$ cat config.mk
export PLATFORM = sky130hd
export DESIGN_NAME = dual_timer_debounce
export DESIGN_NICKNAME = d
export VERILOG_FILES = /design/src/rtl/dbnc_pkg.sv /design/src/rtl/on_delay_timer.sv /design/src/rtl/sr_hold_latch.sv /design/src/rtl/dual_timer_debounce.sv
export SDC_FILE = /design/constraint.sdc
export NUM_CORES = 1
export LEC_CHECK = 0
export BUFFER_PORTS_ARGS = -buffer_cell sky130_fd_sc_hd__buf_2
export CAP_MARGIN = 30
export CORE_MARGIN = 2
export CORE_UTILIZATION = 57
export DETAILED_ROUTE_END_ITERATION = 6
export HOLD_SLACK_MARGIN = 0.1
export PLACE_DENSITY = 0.81
export SLEW_MARGIN = 40
export SYNTH_ARGS = -nofsm -noshare
export SYNTH_HDL_FRONTEND = slang
export SYNTH_SLANG_ARGS = --single-unit
$ cat constraint.sdc
create_clock -name clk -period 2.7 [get_ports clk]
set_input_delay 0.135 -clock clk [delete_from_list [all_inputs] [get_ports clk]]
set_output_delay 0.135 -clock clk [all_outputs]
set_load 0.01 [all_outputs]
$ cat src/rtl/dbnc_pkg.sv
package dbnc_pkg;

    typedef enum logic [1:0] {
        LATCH_HOLD  = 2'd0,
        LATCH_SET   = 2'd1,
        LATCH_CLEAR = 2'd2
    } latch_op_e;

    // Index of each timer in the timer bank.
    localparam int unsigned TMR_HIGH = 0;
    localparam int unsigned TMR_LOW  = 1;
    localparam int unsigned TMR_NUM  = 2;

endpackage

$ cat src/rtl/on_delay_timer.sv
module on_delay_timer #(
    parameter int unsigned TIME_W = 16
) (
    input  logic              clk,
    input  logic              rst,
    input  logic              tick,
    input  logic              enable,
    input  logic [TIME_W-1:0] preset,
    output logic [TIME_W-1:0] elapsed,
    output logic              done
);

    typedef struct packed {
        logic [TIME_W-1:0] count;
    } tmr_state_t;

    tmr_state_t state_d, state_q;
    logic       below_preset;

    assign below_preset = state_q.count < preset;

    always_comb begin
        state_d = state_q;
        if (!enable) begin
            state_d.count = '0;
        end else if (tick && below_preset) begin
            state_d.count = state_q.count + 1'b1;
        end
    end

    always_ff @(posedge clk) begin
        if (rst) begin
            state_q <= '0;
        end else begin
            state_q <= state_d;
        end
    end

    assign elapsed = state_q.count;
    assign done    = enable && !below_preset;

endmodule

$ cat src/rtl/sr_hold_latch.sv
module sr_hold_latch
    import dbnc_pkg::*;
(
    input  logic clk,
    input  logic rst,
    input  logic set_i,
    input  logic clr_i,
    output logic q
);

    typedef struct packed {
        logic level;
    } latch_state_t;

    latch_state_t state_d, state_q;
    latch_op_e    op;

    // Set wins when both requests arrive together.
    always_comb begin
        if (set_i) begin
            op = LATCH_SET;
        end else if (clr_i) begin
            op = LATCH_CLEAR;
        end else begin
            op = LATCH_HOLD;
        end
    end

    always_comb begin
        state_d = state_q;
        case (op)
            LATCH_SET:   state_d.level = 1'b1;
            LATCH_CLEAR: state_d.level = 1'b0;
            default:     state_d.level = state_q.level;
        endcase
    end

    always_ff @(posedge clk) begin
        if (rst) begin
            state_q <= '0;
        end else begin
            state_q <= state_d;
        end
    end

    assign q = state_q.level;

endmodule

$ cat src/rtl/dual_timer_debounce.sv
module dual_timer_debounce
    import dbnc_pkg::*;
#(
    parameter int unsigned TIME_W = 16
) (
    input  logic              clk,
    input  logic              rst,
    input  logic              tick,
    input  logic              raw_in,
    input  logic [TIME_W-1:0] hold_time,
    output logic              clean_out,
    output logic [TIME_W-1:0] off_elapsed
);

    logic [TMR_NUM-1:0]             tmr_en;
    logic [TMR_NUM-1:0]             tmr_done;
    logic [TMR_NUM-1:0][TIME_W-1:0] tmr_count;

    assign tmr_en[TMR_HIGH] = raw_in;
    assign tmr_en[TMR_LOW]  = ~raw_in;

    generate
        for (genvar gi = 0; gi < TMR_NUM; gi++) begin : g_tmr
            on_delay_timer #(
                .TIME_W (TIME_W)
            ) u_tmr (
                .clk     (clk),
                .rst     (rst),
                .tick    (tick),
                .enable  (tmr_en[gi]),
                .preset  (hold_time),
                .elapsed (tmr_count[gi]),
                .done    (tmr_done[gi])
            );
        end
    endgenerate

    sr_hold_latch u_latch (
        .clk   (clk),
        .rst   (rst),
        .set_i (tmr_done[TMR_HIGH]),
        .clr_i (tmr_done[TMR_LOW]),
        .q     (clean_out)
    );

    assign off_elapsed = tmr_count[TMR_LOW];

endmodule

==> reports/qor.yml, run 1 <==
hold_path:
  hold_path.class: "in -> reg"
  hold_start: "raw_in"
placement:
  gp_congestion: 0.802
  pre_cts_slack_ns: 0.136
  hpwl_mm: 4.12
  port_buffers: 36
floorplanning:
  num_rows: 23
  design.die.area_um2: 4660
  die_x_um: 68.3
  start_util_pct: 58.9
  fp.dieH_um: 68.3
  pin_count: 37
  core_um2: 4000
clocking:
  cts_buffers: 5
  cts_tree: "yes"
  cts_buffer_depth: 2
  cts.sinks: 33
  clk_pin_slew_ns: 0.07
  clock_latency_ns: 0.29
  clock-root-buffer: "clkbuf_8"
  cts_max_level: 2
synth:
  synth-simple-area-share_pct: 25.7
  synth_seq_cells: 33
  synth_fp_nets: 336
  synth_cells: 284
  synth_area_um2: 2360
  syn_area_per_cell_um2: 8.30
  synth_top_family_by_area: "simple AND/OR/NAND/NOR gates"
  yosys_most_used_dff: "dfxtp_1"
  synth_xor_area_share_pct: 0.743
  synthArstFlopShare_pct: 0
  synth-warning-count: 0
  ys_seq_area_share_pct: 28.0
  synth_fa_ha_area_share_pct: 17.0
  synth_compound_area_share_pct: 22.6
  synthDistinctLibCells: 44
  yosys-mux-area-fraction_pct: 0.425
  synth-edff-count: 0
final_layout:
  nNetsFinal: 378
  drive_gt1_share_pct: 18.3
  fillCellCount: 339
  final_common_cell: "buf_2"
  insertedDiodeCount: 0
  layout_common_cells: "buf_2, a21oi_1, ha_1, dfxtp_1, inv_1"
  syn2layout_area_growth_pct: 15.9
setup_path:
  r2r_start: "g_tmr[1].u_tmr.elapsed[14]"
  startpoint_type: "flop"
  arrival_ns: 2.78
  crit_path_end_kind: "flop"
  crit_start: "g_tmr[1].u_tmr.elapsed[14]"
  crit_required_ns: 2.92
  crit_type: "reg -> reg"
  cp_max_fo: 11
sta:
  finalCritPeriodShare_pct: 94.8
  tightest_slew_ns: 0.597
  slew_viol_final: 0
  clock_skew_ns: 0.00823
  setup_ws_ns: 0.140
  setup_violations: 0
  period_needed_ns: 2.56
  setup_tns_ns: 0
  rsz0062_at_grt: "no"
  slew_headroom_pct: 60.2
  hold_viol_final: 0
  max_freq_ghz: 0.391
drt:
  wl_per_cell_um: 14.6
  vias: 2308
  viasPerCell: 6.12
  drt-initial-drc-count: 168
  ant_nets: 0
  firstDrtPassIters: 4
  drc: 0
  wirelength_mm: 5.52
global_route:
  antenna_found_initial: 0
  use_met2_pct: 42.2
  grt_pass1_wl_mm: 9.11
  overflow: 0
  grt_use_total_pct: 26.1
  grt_max_degree: 28
  grtUsageMet1_pct: 34.3
  grtUsageMet3_pct: 4.61
  grt_pass1_vias: 2017
  grt_busiest_layer: "met2"
pwr:
  p_sw_share_pct: 25.0
  comb_power_share_pct: 9.9
  p_sw_uw: 237
  powerDensity_nw_per_um2: 347
  p_clk_share_pct: 38.2
  worst_ir_drop_vdd_uv: 261
  p_int_uw: 711
  sequentialPowerShare_pct: 51.9
  total_leakage_power_uw: 0.00118
run:
  drv_cap: 0
status:
  status: "finished, final reports clean"
-- logic make-up (layout without fill, tap and decap cells) --
| logic type | after synthesis | count (layout) |
|---|---|---|
| mux | 1 | 1 |
| flops | 33 | 33 |
| simple gates | 104 | 105 |
| fa+ha+maj | 32 | 32 |
| buf+inv | 32 | 74 |
| compound gates | 80 | 80 |
| xor+xnor | 2 | 2 |
-- layer usage --
layer,vias to the layer above,routed length (um)
met4,0,90
met3,7,254
met2,63,2530
met5,-,0
met1,1070,2640
li1,1168,-
-- sequential cells by signal, summed over array words and instances (netlist names) --
register / flops
u_latch.q: 1
g_tmr.u_tmr.elapsed: 32
-- worst paths after layout --
| path | cells past startpoint | to | slack [ns] |
|---|---|---|---|
| worst min-delay path | 3 | u_latch.q | 0.14 |
| worst max-delay path | 7 | g_tmr[1].u_tmr.elapsed[4] | 0.14 |
| worst min register to register | 2 | g_tmr[0].u_tmr.elapsed[1] | 0.50 |
| worst max register to register | 7 | g_tmr[1].u_tmr.elapsed[4] | 0.14 |
-- synthesized netlist by cell type, types with 3 or more instances --
master / n / area, um^2
o21ai_1: 10 / 50.1
dfxtp_1: 33 / 661
nand4_1: 10 / 62.6
a21oi_1: 34 / 170
or3_1: 11 / 68.8
nor2_1: 12 / 45.0
nand2_1: 19 / 71.3
inv_1: 23 / 86.3
nor3_1: 4 / 20.0
o211ai_1: 3 / 22.5
or4_1: 16 / 120
or2_2: 3 / 18.8
ha_1: 32 / 400
clkbuf_1: 6 / 22.5
a21o_1: 4 / 30.0
nand3_1: 13 / 65.1
o31ai_1: 13 / 97.6
-- critical path, stage by stage, from the launching register on --
cell     delay, ns
dfxtp_1       0.40
ha_1          0.27
nand4_1       0.14
nor3_1        0.07
or3_1         0.44
or3_2         0.64
or3_1         0.39
a21oi_1       0.13
-- layout make-up --
type	count	area (um^2)	share of cell area [%]
inverter	23	86.3	3.16
tap	50	62.6	2.29
sequential	33	663	24.3
clock buffer	8	80.1	2.93
multi-input combinational	220	1600	58.7
timing repair buffer	43	235	8.61
-- through the flow --
step / instance area [um^2] / utilization, % / total power [uW] / hold slack [ns] / std cells
final: 2730 / 68.3 / 948 / 0.136 / 377
after global routing: 2730 / 68.3 / 987 / 0.152 / 377
after CTS: 2690 / 67.3 / 951 / 0.136 / 376
after detailed placement: 2600 / 65.0 / 593 / 0.370 / 367
after global placement: 2600 / 65.0 / 591 / 0.364 / 367
after floorplan: 2360 / - / 560 / 0.204 / 284
-- repair_timing --
item | CTS | global route
buffers inserted | 0 | 0
hold buffers | 1 | 0
gates resized for setup | 0 | 5
endpoints found under the hold margin | 1 | 0
endpoints found under the setup margin | 0 | 11
-- power by group through the flow --
| stage | Sequential, uW | Combinational [uW] | Clock, uW |
|---|---|---|---|
| after floorplan | 503 | 57.0 | 0 |
| after global placement | 503 | 88.4 | 0 |
| after detailed placement | 503 | 90.6 | 0 |
| after CTS | 492 | 92.3 | 366 |
| after global routing | 492 | 106 | 390 |
| final | 492 | 94.0 | 362 |
Power figures use the tool's default switching activity.
==> run 2, diff against run 1 <==
Settings changed: SYNTH_HIERARCHICAL set to 1.
Clock period 2.7 ns to 2.9 ns, I/O delays scaled along.
==> run 2 against run 1 <==
Effect of this change:
- setup slack better by 0.30 ns
- flip-flop and latch count stayed put
- core utilization is 0.26 points higher
- critical path type unchanged
- largest power group unchanged
==> reports/qor.yml, run 2 <==
pwr:
  worst_ir_drop_vdd_uv: 244  # was 261 uV
  powerDensity_nw_per_um2: 322  # was 347 nW/um^2
  total_leakage_power_uw: 0.00119  # was 0.00118 uW
synth:
  ys_seq_area_share_pct: 27.2  # was 28.0%
  synthDistinctLibCells: 30  # was 44
  synth-edff-count: 0  # unchanged
  synth_most_common_cell: "inv_1"  # was a21oi_1
  synth_area_um2: 2420  # was 2360 um^2
  synth_fp_nets: 353  # was 336
  synth_area_leaders: "dfxtp_1, ha_1, a21oi_1"  # unchanged
  synthArstFlopShare_pct: 0  # unchanged
  post-synth-top-area-fraction_pct: 27.2  # was 28.0%
  synthTopCellsByCount: "inv_1, dfxtp_1, a21oi_1, ha_1, nand2_1"  # was a21oi_1, dfxtp_1, ha_1
  synth-warning-count: 6  # was 0
  syn_area_per_cell_um2: 8.06  # was 8.30 um^2
  synth_seq_cells: 33  # unchanged
  yosys.area.top_type: "dfxtp_1"  # unchanged
  yosys_most_used_dff: "dfxtp_1"  # unchanged
  synth_cells: 301  # was 284
global_route:
  grt_max_degree: 29  # was 28
  overflow: 0  # unchanged
  antenna_found_initial: 0  # unchanged
  grt_use_total_pct: 23.9  # was 26.1%
  grt_pass1_vias: 2139  # was 2,017
  grt_pass1_wl_mm: 9.49  # was 9.11 mm
sta:
  max_freq_ghz: 0.406  # was 0.391 GHz
  setup_tns_ns: 0  # unchanged
  setup_ws_ns: 0.438  # was 0.140 ns
  period_needed_ns: 2.46  # was 2.56 ns
  hold_ws_ns: 0.265  # was 0.136 ns
  rsz0062_at_grt: "no"  # unchanged
  slew_headroom_pct: 57.5  # was 60.2%
  setup_violations: 0  # unchanged
  tightest_slew_ns: 0.635  # was 0.597 ns
  finalCritPeriodShare_pct: 84.9  # was 94.8%
  slew_viol_final: 0  # unchanged
  clock_skew_ns: 0.00486  # was 0.00823 ns
  hold_viol_final: 0  # unchanged
final_layout:
  syn2layout_area_growth_pct: 14.7  # was 15.9%
  drive_gt1_share_pct: 17.2  # was 18.3%
  final_cell_area_um2: 2780  # was 2730 um^2
  layout_common_cells: "inv_1, buf_2, dfxtp_1, a21oi_1, ha_1"  # was buf_2, a21oi_1, ha_1, dfxtp_1, inv_1
  nNetsFinal: 395  # was 378
  insertedDiodeCount: 0  # unchanged
  largest_register_ffs: 32  # unchanged
floorplanning:
  pin_count: 37  # unchanged
  design.die.area_um2: 4790  # was 4660 um^2
  start_util_pct: 59.8  # was 58.9%
  fp.dieH_um: 69.2  # was 68.3 um
  num_rows: 23  # unchanged
  core_um2: 4060  # was 4000 um^2
  die_x_um: 69.2  # was 68.3 um
setup_path:
  max_stage_delay_ns: 0.57  # was 0.64 ns
  crit_path_end_kind: "flop"  # unchanged
  crit_chain: "ha_1, a211oi_2, o211ai_1, a41oi_2, o211ai_4, or4_1, a21oi_1"  # was ha_1, nand4_1, nor3_1, or3_1, or3_2, or3_1, a21oi_1
  cp_max_fo: 28  # was 11
  crit_buf_inv: 0  # unchanged
  critical-path-slowest-cell: "or4_1"  # was or3_2
  crit_type: "reg -> reg"  # unchanged
  arrival_ns: 2.67  # was 2.78 ns
  startpoint_type: "flop"  # unchanged
  cp_top_family: "compound AO/OA/AOI/OAI gates"  # was simple AND/OR/NAND/NOR gates
  crit_required_ns: 3.11  # was 2.92 ns
drt:
  firstDrtPassIters: 4  # unchanged
  viasPerCell: 6.06  # was 6.12
  drt-initial-drc-count: 179  # was 168
  drc: 0  # unchanged
  wirelength_mm: 5.56  # was 5.52 mm
  wl_per_cell_um: 14.2  # was 14.6 um
  ant_nets: 0  # unchanged
  vias: 2382  # was 2,308
clocking:
  clock-root-buffer: "clkbuf_8"  # unchanged
  postCtsSetupRepairBufs: 0  # unchanged
  cts.sinks: 33  # unchanged
  clock_latency_ns: 0.29  # about the same
  clk_pin_slew_ns: 0.07  # about the same
  cts_buffers: 5  # unchanged
  cts_max_level: 2  # unchanged
  cts_tree: "yes"  # unchanged
  cts_buffer_depth: 2  # unchanged
placement:
  gp_congestion: 0.823  # was 0.802
  placed_area_um2: 2680  # was 2600 um^2
  hpwl_mm: 4.22  # was 4.12 mm
  port_buffers: 36  # unchanged
  pre_cts_slack_ns: 0.376  # was 0.136 ns
status:
  status: "finished, final reports clean"  # unchanged
hold_path:
  hold_path.class: "in -> reg"  # unchanged
run:
  drv_cap: 0  # unchanged
## run 2: cell types whose count changed in the layout (fill, tap and decap cells not counted), sizes merged, moves of 3 or more
cell | previous run | this run
a2111oi | 4 | 0
o211ai | 3 | 6
o31ai | 13 | 16
nor2b | 1 | 4
or3 | 13 | 8
a21o | 4 | 0
or2 | 3 | 0
o21ai | 12 | 16
a211oi | 0 | 6
nand2 | 19 | 22
inv | 23 | 36
nand3 | 13 | 16
## run 2: worst min-delay path, delay by kind of cell
kind | cells | cell delay (ns)
simple gates | 1 | 0.14
buf+inv | 2 | 0.18
compound gates | 1 | 0.04
## run 2: path summary, 6_finish.rpt
| kind | start | end | slack (ns) | depth (start not counted) |
|---|---|---|---|---|
| max | g_tmr[1].u_tmr/elapsed[7] | g_tmr[1].u_tmr/elapsed[12] | 0.44 | 7 |
| max reg2reg | g_tmr[1].u_tmr/elapsed[7] | g_tmr[1].u_tmr/elapsed[12] | 0.44 | 7 |
| min reg2reg | g_tmr[0].u_tmr/elapsed[15] | g_tmr[0].u_tmr/elapsed[15] | 0.50 | 2 |
| min | raw_in | u_latch/q | 0.26 | 4 |
## run 2: cell families after synthesis
group	share of synthesized area [%]
XOR/XNOR	0.723
buffers and inverters	7.43
AND/OR/NAND/NOR	24.8
flip-flops	27.2
AO/OA/AOI/OAI	23.3
adder cells (fa/ha/maj)	16.5
## run 2: metal layers
| metal | part of all wire (%) | GRT usage [%] | up-vias | wire, um |
|---|---|---|---|---|
| met5 | 0 | 0 | - | 0 |
| met4 | 1.9 | 8.71 | 0 | 105 |
| met3 | 4.5 | 5.38 | 10 | 251 |
| met2 | 42 | 36.1 | 52 | 2360 |
| met1 | 51 | 33.5 | 1111 | 2840 |
| li1 | - | - | 1209 | - |
## run 2: cell type report
type                       instances  area, um^2
sequential                        33         661
tap                               50        62.6
clock buffer                       7        86.3
timing repair buffer              43         235
fill                             336        1280
multi-input combinational        224        1600
inverter                          36         135
## run 2: power breakdown
| group | total, uW | internal (uW) | switching [uW] |
|---|---|---|---|
| registers | 458 | 455 | 3.08 |
| clock network | 349 | 188 | 161 |
| logic | 88.0 | 33.7 | 54.2 |
| total | 895 | 677 | 218 |
## run 2: repair_timing
item                      CTS  global route
hold buffers                1             0
hold endpoints to repair    1             0
resized for setup           0             0
## run 2: per-stage QoR
stage	cells	utilization, %	total power (uW)
6_report	393	68.5	895
4_1_cts	393	68.3	907
5_1_grt	393	68.5	939
3_5_place_dp	385	66.0	554
2_1_floorplan	301	-	524
3_3_place_gp	385	65.7	550
==> run 3, diff against run 2 <==
Clock period 2.9 ns to 2.3 ns, I/O delays scaled along.
==> run 3 against run 2 <==
Effect of this change:
- the run now ends with negative setup slack left
- setup slack got worse by 0.56 ns
- count of clock-buffer cells in the layout did not move
- sequential share of layout area fell by 3.2 points
- design area rose by 17%
- maximum frequency rose by 1.5%
- clock skew barely moved
- non-clock buffer count rose by 27
- global-route usage rose by 1.2 points
- critical path depth rose by 1
- sequential power rose by 26%
- power rose by 38%
- hold slack got worse by 0.0085 ns
- critical endpoint is now g_tmr[0].u_tmr/elapsed[7]
- largest power group unchanged
==> reports/qor.yml, run 3 (synthesized netlist as in run 2, its figures left out) <==
global_route:
  grt_pass1_vias: 2238  # was 2,139
  grt_max_degree: 32  # was 29
  grt_pass1_wl_mm: 9.95  # was 9.49 mm
  antenna_found_initial: 0  # unchanged
  overflow: 0  # unchanged
  grt_use_total_pct: 25.1  # was 23.9%
placement:
  hpwl_mm: 4.44  # was 4.22 mm
  gp_congestion: 0.827  # was 0.823
  port_buffers: 36  # unchanged
  dp_cells: 402  # was 385
  pre_cts_slack_ns: 0.0242  # was 0.376 ns
pwr:
  p_total_uw: 1230  # was 895 uW
  total_leakage_power_uw: 0.00139  # was 0.00119 uW
  powerDensity_nw_per_um2: 378  # was 322 nW/um^2
  worst_ir_drop_vdd_uv: 290  # was 244 uV
drt:
  vias: 2722  # was 2,382
  viasPerCell: 6.47  # was 6.06
  wl_per_cell_um: 17.7  # was 14.2 um
  firstDrtPassIters: 5  # was 4
  drc: 0  # unchanged
  drt-initial-drc-count: 278  # was 179
  ant_nets: 0  # unchanged
  wirelength_mm: 7.46  # was 5.56 mm
sta:
  setup_ws_ns: -0.125  # was 0.438 ns
  max_freq_ghz: 0.412  # was 0.406 GHz
  slew_viol_final: 0  # unchanged
  period_needed_ns: 2.43  # was 2.46 ns
  tightest_slew_ns: 0.773  # was 0.635 ns
  clock_skew_ns: 0.00504  # was 0.00486 ns
  rsz0062_at_grt: "yes"  # was no
  setup_violations: 11  # was 0
  slew_headroom_pct: 48.5  # was 57.5%
  hold_viol_final: 0  # unchanged
  finalCritPeriodShare_pct: 105  # was 84.9%
clocking:
  clock-root-buffer: "clkbuf_8"  # unchanged
  clock_latency_ns: 0.29  # about the same
  cts_max_level: 2  # unchanged
  cts_buffer_depth: 2  # unchanged
  cts_buffers: 5  # unchanged
  clk_pin_slew_ns: 0.07  # about the same
  cts.sinks: 33  # unchanged
  cts_tree: "yes"  # unchanged
final_layout:
  fillCellCount: 246  # was 336
  largest_register_ffs: 32  # unchanged
  syn2layout_area_growth_pct: 34.5  # was 14.7%
  layout_common_cells: "inv_1, buf_2, ha_1, buf_4, dfxtp_1"  # was inv_1, buf_2, dfxtp_1, a21oi_1, ha_1
  final_cells: 421  # was 393
  nNetsFinal: 422  # was 395
  insertedDiodeCount: 0  # unchanged
  drive_gt1_share_pct: 33.7  # was 17.2%
floorplanning:
  num_rows: 23  # unchanged
  start_util_pct: 59.8  # unchanged
  pin_count: 37  # unchanged
  core_um2: 4060  # unchanged
  die_x_um: 69.2  # unchanged
  fp.dieH_um: 69.2  # unchanged
  design.die.area_um2: 4790  # unchanged
setup_path:
  crit_start: "g_tmr[0].u_tmr/elapsed[5]"  # was g_tmr[1].u_tmr/elapsed[7]
  r2r_start: "g_tmr[0].u_tmr/elapsed[5]"  # was g_tmr[1].u_tmr/elapsed[7]
  crit_required_ns: 2.49  # was 3.11 ns
  arrival_ns: 2.62  # was 2.67 ns
  cp_max_fo: 8  # was 28
  crit_type: "reg -> reg"  # unchanged
  rr_worst_depth: 8  # was 7
  crit_path_end_kind: "flop"  # unchanged
  regToRegSetupSlack_ns: -0.13  # was 0.44 ns
  cpMostUsedCell: "a21oi_1"
  critical-path-slowest-cell: "or4_1"  # unchanged
  startpoint_type: "flop"  # unchanged
  r2r-end: "g_tmr[0].u_tmr/elapsed[7]"  # was g_tmr[1].u_tmr/elapsed[12]
  max_stage_delay_ns: 0.50  # was 0.57 ns
  crit_chain: "ha_1, a21oi_1, o211ai_1, a41oi_2, o211ai_4, clkbuf_16, or4_1, a21oi_1"  # was ha_1, a211oi_2, o211ai_1, a41oi_2, o211ai_4, or4_1, a21oi_1
hold_path:
  hold_start: "raw_in"  # unchanged
  hold_path.class: "in -> reg"  # unchanged
  hold_path_depth: 4  # unchanged
  min_to: "u_latch/q"  # unchanged
status:
  violations: "negative setup slack"
  status: "finished with violations"  # was finished, final reports clean
run:
  drv_cap: 0  # unchanged
-- run 3: cell types whose count changed in the layout (fill, tap and decap cells not counted), sizes merged --
cell    before  now
clkbuf       7   11
buf         42   65
clkinv       0    1
-- run 3: final cells by class --
type                       count  area [um^2]  share of cell area (%)
multi-input combinational    224         1760                    53.9
sequential                    33          672                    20.6
timing repair buffer          70          533                    16.3
inverter                      36          135                    4.14
clock buffer                   7         96.3                    2.95
tap                           50         62.6                    1.92
clock inverter                 1         5.00                   0.153
-- run 3: critical path, delay by kind of cell (launching register included) --
kind                       cells  cell delay (ns)
AOI/OAI and AO/OA              5             0.99
adders and majority gates      1             0.32
buffers and inverters          1             0.19
DFF                            1             0.33
and+or+nand+nor                1             0.50
-- run 3: metal layers --
layer	GRT usage [%]	wire length, um
met1	33.8	3070
met2	41.2	3530
met3	4.94	629
met4	6.54	238
met5	0	0
-- run 3: power breakdown --
group | internal, uW | switching (uW) | total [uW]
registers | 572 | 3.82 | 576
clock network | 271 | 228 | 499
logic | 70.6 | 86.3 | 157
-- run 3: worst max-delay path by stage --
stage               slack [ns]  cells after the start                    endpoint
detailed placement        0.02                      8   g_tmr[1].u_tmr/elapsed[6]
floorplan                 0.08                      8  g_tmr[1].u_tmr/elapsed[10]
global route             -0.18                      8   g_tmr[0].u_tmr/elapsed[7]
finish                   -0.13                      8   g_tmr[0].u_tmr/elapsed[7]
CTS                      0.006                      8   g_tmr[1].u_tmr/elapsed[6]
global placement          0.09                      8  g_tmr[1].u_tmr/elapsed[14]
-- run 3: metrics by stage --
step                      hold slack, ns  setup TNS [ns]  cell area [um^2]  utilization (%)
final                              0.256          -0.270              3260             80.4
after global routing               0.261           -2.24              3260             80.4
after CTS                          0.225               0              2930             72.2
after detailed placement           0.351               0              2820             69.5
after global placement             0.345               0              2820             69.5
after floorplan                    0.177               0              2420                -
-- run 3: repair_timing --
item / CTS / global route
buffers inserted: 0 / 6
endpoints found under the setup margin: 0 / 18
hold buffers: 1 / 0
resized for setup: 0 / 40
endpoints found under the hold margin: 1 / 0
